--- src/rtl/uart_addr_rx_pkg.sv ---
package uart_addr_rx_pkg;
  localparam int DATA_W = 9;

  typedef struct packed {
    logic              oerr;
    logic              ferr;
    logic              perr;
    logic [DATA_W-1:0] data;
  } rx_word_t;

  typedef enum logic [2:0] {
    S_IDLE, S_START, S_DATA, S_PAR, S_STOP1, S_STOP2
  } rx_state_e;
endpackage

--- src/rtl/uart_rx_sync.sv ---
module uart_rx_sync #(
  parameter int STAGES = 2
) (
  input  logic clk,
  input  logic rst_n,
  input  logic loop_en,
  input  logic pin,
  input  logic loop_in,
  output logic line_o
);
  logic [STAGES-1:0] sr;
  logic raw;

  assign raw = loop_en ? loop_in : pin;

  generate
    for (genvar i = 0; i < STAGES; i++) begin : g_stage
      if (i == 0) begin : g_first
        always_ff @(posedge clk or negedge rst_n)
          if (!rst_n) sr[0] <= 1'b1;
          else        sr[0] <= raw;
      end else begin : g_next
        always_ff @(posedge clk or negedge rst_n)
          if (!rst_n) sr[i] <= 1'b1;
          else        sr[i] <= sr[i-1];
      end
    end
  endgenerate

  assign line_o = sr[STAGES-1];
endmodule

--- src/rtl/uart_rx_framer.sv ---
module uart_rx_framer
  import uart_addr_rx_pkg::*;
#(
  parameter int OVS = 16
) (
  input  logic              clk,
  input  logic              rst_n,
  input  logic              tick,
  input  logic              line,
  input  logic              nine_bit,
  input  logic              parity_en,
  input  logic              parity_odd,
  input  logic              two_stop,
  output logic              done,
  output logic [DATA_W-1:0] data,
  output logic              perr,
  output logic              ferr
);
  localparam int CW   = $clog2(OVS);
  localparam int MID  = OVS/2 - 1;
  localparam int LAST = OVS - 1;
  localparam int IW   = $clog2(DATA_W + 1);

  rx_state_e         st;
  logic [CW-1:0]     cnt;
  logic [IW-1:0]     idx;
  logic [DATA_W-1:0] shreg;
  logic              par_acc, armed, perr_q;
  logic [IW-1:0]     last_idx;
  logic              at_bit;

  assign last_idx = nine_bit ? IW'(DATA_W-1) : IW'(DATA_W-2);
  assign at_bit   = (cnt == CW'(LAST));

  always_ff @(posedge clk or negedge rst_n) begin
    if (!rst_n) begin
      st <= S_IDLE; cnt <= '0; idx <= '0; shreg <= '0;
      par_acc <= 1'b0; armed <= 1'b0; perr_q <= 1'b0;
      done <= 1'b0; data <= '0; perr <= 1'b0; ferr <= 1'b0;
    end else begin
      done <= 1'b0;
      if (tick) begin
        cnt <= cnt + 1'b1;
        case (st)
          S_IDLE: begin
            if (line) armed <= 1'b1;
            else if (armed) begin
              st <= S_START; cnt <= '0; armed <= 1'b0;
            end
          end
          S_START: if (cnt == CW'(MID)) begin
            cnt <= '0;
            if (!line) begin
              st <= S_DATA; idx <= '0; shreg <= '0; par_acc <= 1'b0; perr_q <= 1'b0;
            end else st <= S_IDLE;
          end
          S_DATA: if (at_bit) begin
            shreg[idx] <= line;
            par_acc    <= par_acc ^ line;
            idx        <= idx + 1'b1;
            if (idx == last_idx)
              st <= (parity_en && !nine_bit) ? S_PAR : S_STOP1;
          end
          S_PAR: if (at_bit) begin
            perr_q <= par_acc ^ line ^ parity_odd;
            st     <= S_STOP1;
          end
          S_STOP1: if (at_bit) begin
            data <= shreg; perr <= perr_q; ferr <= !line;
            if (two_stop && line) st <= S_STOP2;
            else begin
              st <= S_IDLE; done <= 1'b1;
            end
          end
          S_STOP2: if (at_bit) begin
            st <= S_IDLE; done <= 1'b1;
          end
          default: st <= S_IDLE;
        endcase
      end
    end
  end
endmodule

--- src/rtl/uart_rx_queue.sv ---
module uart_rx_queue
  import uart_addr_rx_pkg::*;
#(
  parameter int DEPTH = 4
) (
  input  logic     clk,
  input  logic     rst_n,
  input  logic     push,
  input  rx_word_t wdata,
  input  logic     pop,
  output rx_word_t rdata,
  output logic     empty,
  output logic     full,
  output logic [$clog2(DEPTH+1)-1:0] count
);
  localparam int AW = (DEPTH > 1) ? $clog2(DEPTH) : 1;
  localparam int NW = $clog2(DEPTH + 1);

  rx_word_t      mem [DEPTH];
  logic [AW-1:0] wptr, rptr;

  function automatic logic [AW-1:0] nxt(input logic [AW-1:0] p);
    return (p == AW'(DEPTH-1)) ? '0 : p + 1'b1;
  endfunction

  assign empty = (count == '0);
  assign full  = (count == NW'(DEPTH));
  assign rdata = mem[rptr];

  always_ff @(posedge clk) if (push) mem[wptr] <= wdata;

  always_ff @(posedge clk or negedge rst_n) begin
    if (!rst_n) begin
      wptr <= '0; rptr <= '0; count <= '0;
    end else begin
      if (push) wptr <= nxt(wptr);
      if (pop)  rptr <= nxt(rptr);
      if (push && !pop)      count <= count + 1'b1;
      else if (pop && !push) count <= count - 1'b1;
    end
  end
endmodule

--- src/rtl/uart_addr_rx.sv ---
module uart_addr_rx
  import uart_addr_rx_pkg::*;
#(
  parameter int DEPTH       = 4,
  parameter int OVS         = 16,
  parameter int SYNC_STAGES = 2
) (
  input  logic              clk,
  input  logic              rst_n,
  input  logic              tick16,
  input  logic              rx_pin,
  input  logic              tx_loop,
  input  logic              cfg_loopback,
  input  logic              cfg_nine_bit,
  input  logic              cfg_parity_en,
  input  logic              cfg_parity_odd,
  input  logic              cfg_two_stop,
  input  logic              cfg_addr_mode,
  output logic              out_valid,
  input  logic              out_ready,
  output logic [DATA_W-1:0] out_data,
  output logic              out_perr,
  output logic              out_ferr,
  output logic              out_oerr,
  output logic              rx_irq,
  output logic              err_irq,
  output logic              rts
);
  localparam int NW = $clog2(DEPTH + 1);

  logic              line;
  logic              frame_valid, frame_perr, frame_ferr;
  logic [DATA_W-1:0] frame_data;
  logic              addr_en, accept, pop, push, overrun, pend_ovf;
  logic              q_empty, q_full;
  logic [NW-1:0]     q_count;
  rx_word_t          head, wword;

  uart_rx_sync #(.STAGES(SYNC_STAGES)) sync_i (
    .clk(clk), .rst_n(rst_n), .loop_en(cfg_loopback),
    .pin(rx_pin), .loop_in(tx_loop), .line_o(line));

  uart_rx_framer #(.OVS(OVS)) framer_i (
    .clk(clk), .rst_n(rst_n), .tick(tick16), .line(line),
    .nine_bit(cfg_nine_bit), .parity_en(cfg_parity_en),
    .parity_odd(cfg_parity_odd), .two_stop(cfg_two_stop),
    .done(frame_valid), .data(frame_data), .perr(frame_perr), .ferr(frame_ferr));

  assign addr_en = cfg_addr_mode && cfg_nine_bit;
  assign accept  = frame_valid && (!addr_en || frame_data[DATA_W-1]);
  assign pop     = out_valid && out_ready;
  assign overrun = accept && q_full && !pop;
  assign push    = accept && !overrun;

  assign wword.oerr = pend_ovf;
  assign wword.ferr = frame_ferr;
  assign wword.perr = frame_perr;
  assign wword.data = cfg_nine_bit ? frame_data : {1'b0, frame_data[DATA_W-2:0]};

  uart_rx_queue #(.DEPTH(DEPTH)) queue_i (
    .clk(clk), .rst_n(rst_n), .push(push), .wdata(wword), .pop(pop),
    .rdata(head), .empty(q_empty), .full(q_full), .count(q_count));

  assign out_valid = !q_empty;
  assign out_data  = head.data;
  assign out_perr  = head.perr;
  assign out_ferr  = head.ferr;
  assign out_oerr  = head.oerr;
  assign rts       = !q_full;

  always_ff @(posedge clk or negedge rst_n) begin
    if (!rst_n) begin
      pend_ovf <= 1'b0; rx_irq <= 1'b0; err_irq <= 1'b0;
    end else begin
      if (overrun)   pend_ovf <= 1'b1;
      else if (push) pend_ovf <= 1'b0;
      rx_irq  <= push;
      err_irq <= overrun || (push && (frame_perr || frame_ferr));
    end
  end
endmodule

--- config.mk ---
export PLATFORM = sky130hd
export DESIGN_NAME = uart_addr_rx
export DESIGN_NICKNAME = d
export VERILOG_FILES = /design/src/rtl/uart_addr_rx_pkg.sv /design/src/rtl/uart_rx_sync.sv /design/src/rtl/uart_rx_framer.sv /design/src/rtl/uart_rx_queue.sv /design/src/rtl/uart_addr_rx.sv
export SDC_FILE = /design/constraint.sdc
export NUM_CORES = 1
export LEC_CHECK = 0
export CAP_MARGIN = 20
export CORE_ASPECT_RATIO = 2
export CORE_UTILIZATION = 55
export DETAILED_ROUTE_END_ITERATION = 6
export DONT_BUFFER_PORTS = 1
export PLACE_DENSITY = 0.7
export SLEW_MARGIN = 40
export SYNTH_ARGS = -nofsm -noshare
export SYNTH_HDL_FRONTEND = slang
export SYNTH_HIERARCHICAL = 1
export SYNTH_SLANG_ARGS = --single-unit
--- constraint.sdc ---
create_clock -name clk -period 2.1 [get_ports clk]
set_input_delay 0.42 -clock clk [delete_from_list [all_inputs] [get_ports clk]]
set_output_delay 0.42 -clock clk [all_outputs]
set_load 0.005 [all_outputs]
# After elaboration in Yosys (flattened, before gate mapping)
# Memory sizes are Yosys's and may differ from the RTL's.
# Cells that the tools add are included.
# totals
ff_bits	47
mem_bits_rw	48
inputBits	12
wordCells	134
n_memories	1
# classes
addsub	6
magnitude_cmp	2
n_eq_ne	20
mux	50
n_bitwise	2
n_reduce_logical	34
# mem_list
memory	depth	width	rd	rd_ports_with_merged_regs	write_ports	line	source
queue_i.mem	4	12	1	0	1	uart_rx_queue.sv:19	rx_word_t mem [DEPTH];
# op_table
operator	count
$mux W3	12
$mux W9	4
$mux W4	7
$pmux W3 S6	1
$pmux W9 S2	1
$pmux W4 S2	2
$mux W1	15
$ne A2 B1 Y1 const B	7
$logic_and A1 B1 Y1	12
$reduce_and A5 Y1	2
$bwmux W9	1
$eq A3 B3 Y1 const B	3
$reduce_and A9 Y1	1
$add A4 B1 Y4 const B	2
$logic_not A1 Y1	8
$reduce_bool A2 Y1	4
$eq A3 B2 Y1 const B	2
$logic_not A3 Y1	2
$mux W2	3
$pmux W1 S2	3
$lt A4 B5 Y1 const B	1
$add A2 B1 Y2 const B	2
$demux W1 S4	1
$eq A2 B2 Y1 const B	2
other kinds (12)	16

# Longest topological paths before layout
# Gate-level depths: netlist of run 1.
# logic_depth
word_depth	12
mapped_depth	10
depth_no_buf	10

# Hierarchy
# Netlist of run 1, hierarchy kept.
# by_module_without_submodules
module	n_inst	cells_per_inst	area_each_um2	seq_area_each_um2
uart_rx_queue	1	100	2174.6	1616.6
uart_rx_framer	1	183	1905.6	875.8
uart_addr_rx	1	16	140.1	75.1
uart_rx_sync	1	3	67.6	52.6

# Least setup slack after synthesis of run 1
# Ideal clock, no wire load.
# synth_path
kind	register to register
start	register queue_i.count[0]
end	register queue_i.count[2]
t_arrival_ps	2072
setup_slack_ps	-51
stages_incl_launch_ff	10
n_path_buf	0
period_less_slack_ps	2151
path_cell_list	dfrtp_1 -> nor3_1 -> nand2b_1 -> a21oi_1 -> ha_1 -> inv_1 -> fa_1 -> xor2_1 -> nor2_1 -> xor2_1
# synth_via
elab_chain_len	10
word_cells_on_any_way	17
# synth_rtl
item	line	source
start, declared	uart_rx_queue.sv:14	output logic [$clog2(DEPTH+1)-1:0] count
start signal, assigned	uart_rx_queue.sv:38	if (push && !pop) count <= count + 1'b1;
start signal, assigned	uart_rx_queue.sv:39	else if (pop && !push) count <= count - 1'b1;
$logic_not A3 Y1 *	uart_rx_queue.sv:26	assign empty = (count == '0);
named net q_empty	uart_addr_rx.sv:35	logic q_empty, q_full;
$logic_not A1 Y1 *	uart_addr_rx.sv:64	assign out_valid = !q_empty;
$logic_and A1 B1 Y1 *	uart_addr_rx.sv:51	assign pop = out_valid && out_ready;
$logic_not A1 Y1 *	uart_addr_rx.sv:52	assign overrun = accept && q_full && !pop;
$logic_and A1 B1 Y1 *	uart_addr_rx.sv:52	
$logic_not A1 Y1 *	uart_addr_rx.sv:53	assign push = accept && !overrun;
$logic_and A1 B1 Y1 *	uart_addr_rx.sv:53	
named net push	uart_addr_rx.sv:34	logic addr_en, accept, pop, push, overrun, pend_ovf;
$logic_not A1 Y1	uart_rx_queue.sv:39	
$logic_and A1 B1 Y1	uart_rx_queue.sv:39	
$reduce_bool A2 Y1 (no source line)	--	
# The timed path passes the listed nets; every way through them passes the cells marked *. The select of a mux whose other input is x is not followed.
# A chain may end at the register's enable or synchronous reset.

# Final worst setup path of run 1
# layout_path
start	register queue_i.count[0]
end	register queue_i.count[1]
# layout_via
word_cells_on_any_way	17
# layout_lines
item	line	source
$eq A3 B3 Y1 *	uart_rx_queue.sv:27	assign full = (count == NW'(DEPTH));
named net q_full	uart_addr_rx.sv:35	
$logic_and A1 B1 Y1 * (2 in series)	uart_addr_rx.sv:52	
$logic_not A1 Y1 *	uart_addr_rx.sv:53	
$logic_and A1 B1 Y1 *	uart_addr_rx.sv:53	
named net push	uart_addr_rx.sv:34	
$logic_not A1 Y1	uart_rx_queue.sv:39	
$logic_and A1 B1 Y1	uart_rx_queue.sv:39	
$reduce_bool A2 Y1 (no source line)	--	
# Marked as above.

==> qor.csv, run 1 <==
metric,value,unit
layout cells sized above 1,0.2239,
Yosys reg bits,95,
hpwl dp,5209,microns
Fmax,479.3,MHz
# Max-Cap Violations,0,
DRT Wirelength,7446,microns
Post-synth top cells,"edfxtp_1 (48), dfrtp_1 (45), nand2_1 (24), mux2_2 (15)",
via count,2458,
Die Ht,126.9,microns
slew margin rel.,0.5483,
Clock Path Buffers,2,
static leakage,2.028,nW
Seq pwr share,0.438,
HP Class,in2reg,
drt drc,0,
core area,7545,sq um
non-filler instance count after layout,420,
share of the synthesized area in the top cell type,0.3362,
TritonCTS clock tree,done,
status,"complete, no violations",
switching share of power,0.3034,
gpl congestion,0.8746,
die width,64.44,microns
clk_skew,0.005069,ns
final-stage net count,345,
Vias/cell,5.852,
TritonCTS buffer count,9,
period utilization,0.9936,
global-route wire length before repair,12560,microns
all-layer global routing usage,0.2040,
Comb power frac,0.266,
DP Worst Slack,0.007275,ns
wire per inst,17.73,microns
final global-route overflow total,0,
Syn Std Cell Area,4288,sq um
worst-margin pin slew,0.6776,ns
Yosys warning count,6,
"Slew Viols, Final",0,
worst path arrival time,2.30,ns
n_diodes,0,
Psw,1.668,mW
CTS H-tree lvls,3,
root buf cell,clkbuf_16,
row count,45,
"EDFF count, synth",48,
CP required,2.31,ns
RSZ-0062 raised after global routing,yes,
port buffer count,0,
asr flop ratio synth,0.4947,
CP Capture Type,flop,
Cells after DPL,398,
Int Pwr,3.830,mW
Routed Antenna Nets,0,
post-layout min period,2.087,ns
Synth Instances,302,
Fin. Hold Viols,0,
first-pass iteration count of the detailed router,4,
cell with the most instances after synthesis,edfxtp_1,
Final TNS setup,0,ns
cell taking the most area after synthesis,edfxtp_1,
Worst Path Max Fanout,3,
final setup fails,0,
Clk network pwr share,0.296,
Critical Path Start Type,flop,
final worst slack,0.01349,ns
"Top FF cell, synth",edfxtp_1,
Die ar.,8175,sq um
Yosys cell types,54,
pwr dens,1138,nW/um^2
"Reg clk slew, reported paths",0.07,ns
number of global-route vias before repair,2595,
mean post-synth cell area,14.20,sq um
syn_nets,326,
initial core utilization,0.5683,
I/O pin count,28,
worst-skew pair later-pin latency,0.33,ns
Area contributors post-synth,"edfxtp_1 (34%), dfrtp_1 (26%), mux4_2 (4.2%)",
clock sinks,95,
VDD IR max,0.0009990,V
initial antenna violation count,0,
largest net degree at the start of global routing,48,
fillers,565,
post-synthesis sequential area ratio,0.6110,
area delta synth->final,12.72,%
number of DRC markers in iteration 0,130,
kind of critical path,reg2reg,
-- per-layer routing --
layer	wire length, microns	vias up	GRT usage	share of wire
met4	168	0	0.09412	0.023
met5	0	-	0	0
met1	2766	1238	0.2203	0.37
met2	4295	41	0.3721	0.58
met3	215	13	0.03957	0.029
li1	-	1166	-	-
-- worst max-delay path, cell delays in order, from the launching register on --
cell	delay [ns]
dfrtp_1	0.39
buf_4	0.16
nor3b_2	0.32
a21oi_4	0.10
ha_2	0.21
inv_1	0.07
fa_1	0.42
mux2_2	0.28
-- kinds of logic (layout without fill, tap and decap cells) --
group | count (synthesis) | in the layout | share of synthesized area
flops | 95 | 95 | 0.6110
compound gates | 37 | 37 | 0.05632
fa+ha+maj | 12 | 12 | 0.03677
buf+inv | 25 | 49 | 0.03239
xor+xnor | 7 | 7 | 0.01605
mux | 41 | 41 | 0.1398
simple gates | 85 | 85 | 0.1077
-- what timing repair did --
action / CTS / global route
resized for setup: 3 / 6
pin swaps: 0 / 4
setup endpoints to repair: 1 / 6
hold endpoints to repair: 47 / 0
hold buffers: 2 / 0
buffers inserted: 0 / 4
-- metrics by stage --
step / area, sq um / util / power [mW] / hold slack (ns)
after floorplan: 4292 / - / 3.512 / 0.1244
after global placement: 4420 / 0.5859 / 3.749 / 0.1265
after detailed placement: 4420 / 0.5859 / 3.801 / 0.1269
after CTS: 4781 / 0.6337 / 5.483 / 0.2215
after global routing: 4833 / 0.6406 / 5.816 / 0.2195
final: 4833 / 0.6406 / 5.498 / 0.2312
-- cell usage in the layout, fill, tap and decap left out, types with 5 or more instances in the layout --
cell,n
inv_1,12
mux2i_1,13
edfxtp_1,48
clkbuf_16,9
ha_1,9
a21oi_1,6
buf_4,17
o31ai_1,5
nand3_1,5
mux4_2,8
mux2_2,15
nand2_1,24
nor3_1,5
dfrtp_1,44
nand4_1,9
nor2_1,13
o21ai_0,10
nand2b_1,5
-- state kept, by name (all words and copies together) (netlist names), 2 cells and up --
signal and flops:
queue_i/mem 48, queue_i/wptr 2, framer_i/st 3, framer_i/shreg 9, framer_i/data 9, framer_i/idx 4
framer_i/cnt 4, queue_i/count 3, queue_i/rptr 2
-- area by class of cell --
| type | count | area, sq um | share of cell area |
|---|---|---|---|
| well taps | 94 | 117.6 | 0.02433 |
| multi-input cells | 182 | 1572 | 0.3251 |
| repair buffers | 19 | 165.2 | 0.03417 |
| clock inverters | 6 | 76.32 | 0.01579 |
| inverters | 14 | 52.55 | 0.01087 |
| flip-flops and latches | 95 | 2621 | 0.5423 |
| clock buffers | 10 | 229.0 | 0.04737 |
-- final timing paths --
path                                                   start                            to  slack (ns)  cells after the start
max in group asynchronous                              rst_n        sync_i/sr[0]$_DFF_PN1_        1.23                      2
worst min register to register        sync_i/sr[0]$_DFF_PN1_       sync_i/line_o$_DFF_PN1_        0.36                      0
worst max-delay path            queue_i/count[0]$_DFFE_PN0P_  queue_i/count[1]$_DFFE_PN0P_        0.01                      7
worst max register to register  queue_i/count[0]$_DFFE_PN0P_  queue_i/count[1]$_DFFE_PN0P_        0.01                      7
worst min-delay path                                 tx_loop        sync_i/sr[0]$_DFF_PN1_        0.23                      1
min in group asynchronous                              rst_n  framer_i/data[7]$_DFFE_PN0P_        0.58                      2
-- power groups by stage --
stage	combinational, mW	sequential, mW	clock (mW)
after detailed placement	1.37	2.44	0
after floorplan	1.21	2.30	0
after global routing	1.62	2.45	1.75
final	1.46	2.41	1.63
after global placement	1.33	2.42	0
after CTS	1.41	2.40	1.67
No activity file was read; power rests on OpenSTA's default activity.
==> inputs of run 2 (changes only) <==
Settings changed: CELL_PAD_IN_SITES_DETAIL_PLACEMENT set to 0, CELL_PAD_IN_SITES_GLOBAL_PLACEMENT set to 1, CORE_UTILIZATION 55 to 45, PLACE_DENSITY 0.7 to 0.69.
==> run 2 against run 1 <==
  * Final cell count up 2.4%
  * Hold slack worse by 0.010 ns
  * Die area up 22%
  * Non-clock buffer count unchanged
  * Clock skew rose by 0.0031 ns
  * Via count up 0.49%
  * First-iteration DRC count is 16% higher
  * Clock power barely moved
  * Total power shrank 0.45%
  * Fmax grew 3.2%
  * Wire length increased by 4.9%
  * Critical path type unchanged
  * Largest cell class unchanged
==> qor.csv, run 2 (synthesis gave the netlist of run 1 again) <==
metric,value,unit,change
status,"complete, no violations",,unchanged
final setup fails,0,,unchanged
post-layout min period,2.022,ns,was 2.087 ns
"commonest non-fill, non-tap cell in the layout",edfxtp_1,,unchanged
port buffer count,0,,unchanged
final-stage net count,345,,unchanged
initial core utilization,0.4600,,was 0.5683
most frequent cells in the layout,"edfxtp_1 (48), dfrtp_1 (44), nand2_1 (24)",,unchanged
via count,2470,,"was 2,458"
VDD IR max,0.0005680,V,was 0.0009990 V
Final Util,0.5177,,was 0.6406
final global-route overflow total,0,,unchanged
"Design Area, Final",4826,sq um,was 4833 sq um
clock sinks,95,,unchanged
final worst slack,0.07838,ns,was 0.01349 ns
kind of critical path,reg2reg,,unchanged
core area,9321,sq um,was 7545 sq um
max reg flops,48,,unchanged
Largest regs,"queue_i/mem x48, framer_i/data x9, framer_i/shreg x9",,unchanged
period utilization,0.9627,,was 0.9936
Critical Path Start Type,flop,,unchanged
hpwl dp,5571,microns,was 5209 microns
TritonCTS clock tree,done,,unchanged
Die ar.,9947,sq um,was 8175 sq um
Final TNS setup,0,ns,unchanged
static leakage,2.011,nW,was 2.028 nW
number of DRC markers in iteration 0,151,,was 130
worst-margin pin slew,0.7149,ns,was 0.6776 ns
number of global-route vias before repair,2606,,"was 2,595"
I/O pin count,28,,unchanged
pwr dens,1134,nW/um^2,was 1138 nW/um^2
global-route wire length before repair,13320,microns,"was 12,560 microns"
M1 WL,2897,microns,was 2766 microns
drt drc,0,,unchanged
slew margin rel.,0.5234,,was 0.5483
all-layer global routing usage,0.1795,,was 0.2040
layout cells sized above 1,0.2270,,was 0.2239
row count,50,,was 45
CTS H-tree lvls,3,,unchanged
most flop-heavy register,queue_i/mem,,unchanged
wire per inst,18.17,microns,was 17.73 microns
area delta synth->final,12.55,%,was 12.72%
worst-skew pair later-pin latency,0.34,ns,was 0.33 ns
Routed Antenna Nets,0,,unchanged
Fin. Hold Viols,0,,unchanged
placed instance area,4456,sq um,was 4420 sq um
Worst Path Max Fanout,3,,unchanged
CP required,2.37,ns,was 2.31 ns
Clock Path Buffers,2,,unchanged
gpl congestion,0.8008,,was 0.8746
DRT Wirelength,7812,microns,was 7446 microns
CP cell instances,nor3_2 > nand2b_4 > inv_1 > inv_2 > ha_2 > inv_1 > fa_1 > xor2_1 > nor2_1 > xor2_1,,was buf_4 > nor3b_2 > a21oi_4 > ha_2 > inv_1 > fa_1 > mux2_2
met3 wire length,213,microns,was 215 microns
DP Worst Slack,-0.01145,ns,was 0.007275 ns
first-pass iteration count of the detailed router,6,,was 4
worst hold slack,0.2208,ns,was 0.2312 ns
worst path arrival time,2.29,ns,was 2.30 ns
area of the multi-input gates,1560,sq um,was 1572 sq um
largest net degree at the start of global routing,48,,unchanged
Reg area,2621,sq um,unchanged
uppermost layer routed,met4,,unchanged
RSZ-0062 raised after global routing,yes,,unchanged
met2 routed WL,4480,microns,was 4295 microns
"Reg clk slew, reported paths",0.07,ns,about the same
die width,71.03,microns,was 64.44 microns
CP Capture Type,flop,,unchanged
"Largest stage delay, worst path",0.41,ns,was 0.42 ns
Fmax,494.7,MHz,was 479.3 MHz
# Max-Cap Violations,0,,unchanged
"Slew Viols, Final",0,,unchanged
TritonCTS buffer count,9,,unchanged
fillers,789,,was 565
Vias/cell,5.744,,was 5.852
clk_skew,0.008182,ns,was 0.005069 ns
Die Ht,140.0,microns,was 126.9 microns
HP Class,in2reg,,unchanged
initial antenna violation count,0,,unchanged
crit path max-delay cell type,dfrtp_1,,was fa_1
n_diodes,0,,unchanged
root buf cell,clkbuf_16,,unchanged
run 2: changes by cell type in the layout (fill, tap and decap cells not counted), sizes merged:
cell,previous run,this run
inv,17,15
clkinvlp,0,2
run 2: metrics by stage:
stage / power, mW / cells
3_5_place_dp: 3.853 / 411
2_1_floorplan: 3.512 / 302
6_report: 5.474 / 430
3_3_place_gp: 3.804 / 411
5_1_grt: 5.837 / 430
4_1_cts: 5.503 / 429
run 2: routing by layer:
layer / global-route usage / vias up
met5: 0 / -
li1: - / 1165
met2: 0.3345 / 41
met3: 0.03453 / 14
met1: 0.1867 / 1250
met4: 0.08947 / 0
run 2: worst paths after layout:
check / depth (start not counted) / startpoint / slack (ns) / endpoint
min reg2reg: 0 / sync_i/sr[0]$_DFF_PN1_ / 0.36 / sync_i/line_o$_DFF_PN1_
max in group asynchronous: 2 / rst_n / 1.24 / sync_i/line_o$_DFF_PN1_
min: 1 / tx_loop / 0.22 / sync_i/sr[0]$_DFF_PN1_
max: 10 / queue_i/count[2]$_DFFE_PN0P_ / 0.08 / queue_i/count[2]$_DFFE_PN0P_
max reg2reg: 10 / queue_i/count[2]$_DFFE_PN0P_ / 0.08 / queue_i/count[2]$_DFFE_PN0P_
min in group asynchronous: 2 / rst_n / 0.59 / framer_i/idx[0]$_DFFE_PN0P_
run 2: repair_timing:
action                     CTS  global route
cloned                       0             0
setup buffers                0             1
hold endpoints to repair    47             0
setup endpoints to repair    1             7
pin swaps                    0             3
hold buffers                 2             0
gates resized for setup      2             6
run 2: power by group:
group | total [mW] | switching (mW) | internal, mW
logic | 1.47 | 0.717 | 0.751
registers | 2.39 | 0.264 | 2.13
clock network | 1.61 | 0.682 | 0.929
total | 5.47 | 1.66 | 3.81
run 2: final cells by class:
| type | count | area share |
|---|---|---|
| clock buffers | 10 | 0.04745 |
| clock inverters | 6 | 0.01400 |
| inverters | 14 | 0.01089 |
| multi-input cells | 182 | 0.3233 |
| flip-flops and latches | 95 | 0.5432 |
| well taps | 104 | 0.02696 |
| repair buffers | 19 | 0.03422 |
run 2: worst max-delay path, delay by kind of cell, from the launching register on:
kind,cells,cell delay [ns]
DFF,1,0.41
and+or+nand+nor,3,0.51
buffers and inverters,3,0.18
adders and majority gates,2,0.56
xor gates and xnor gates,2,0.30
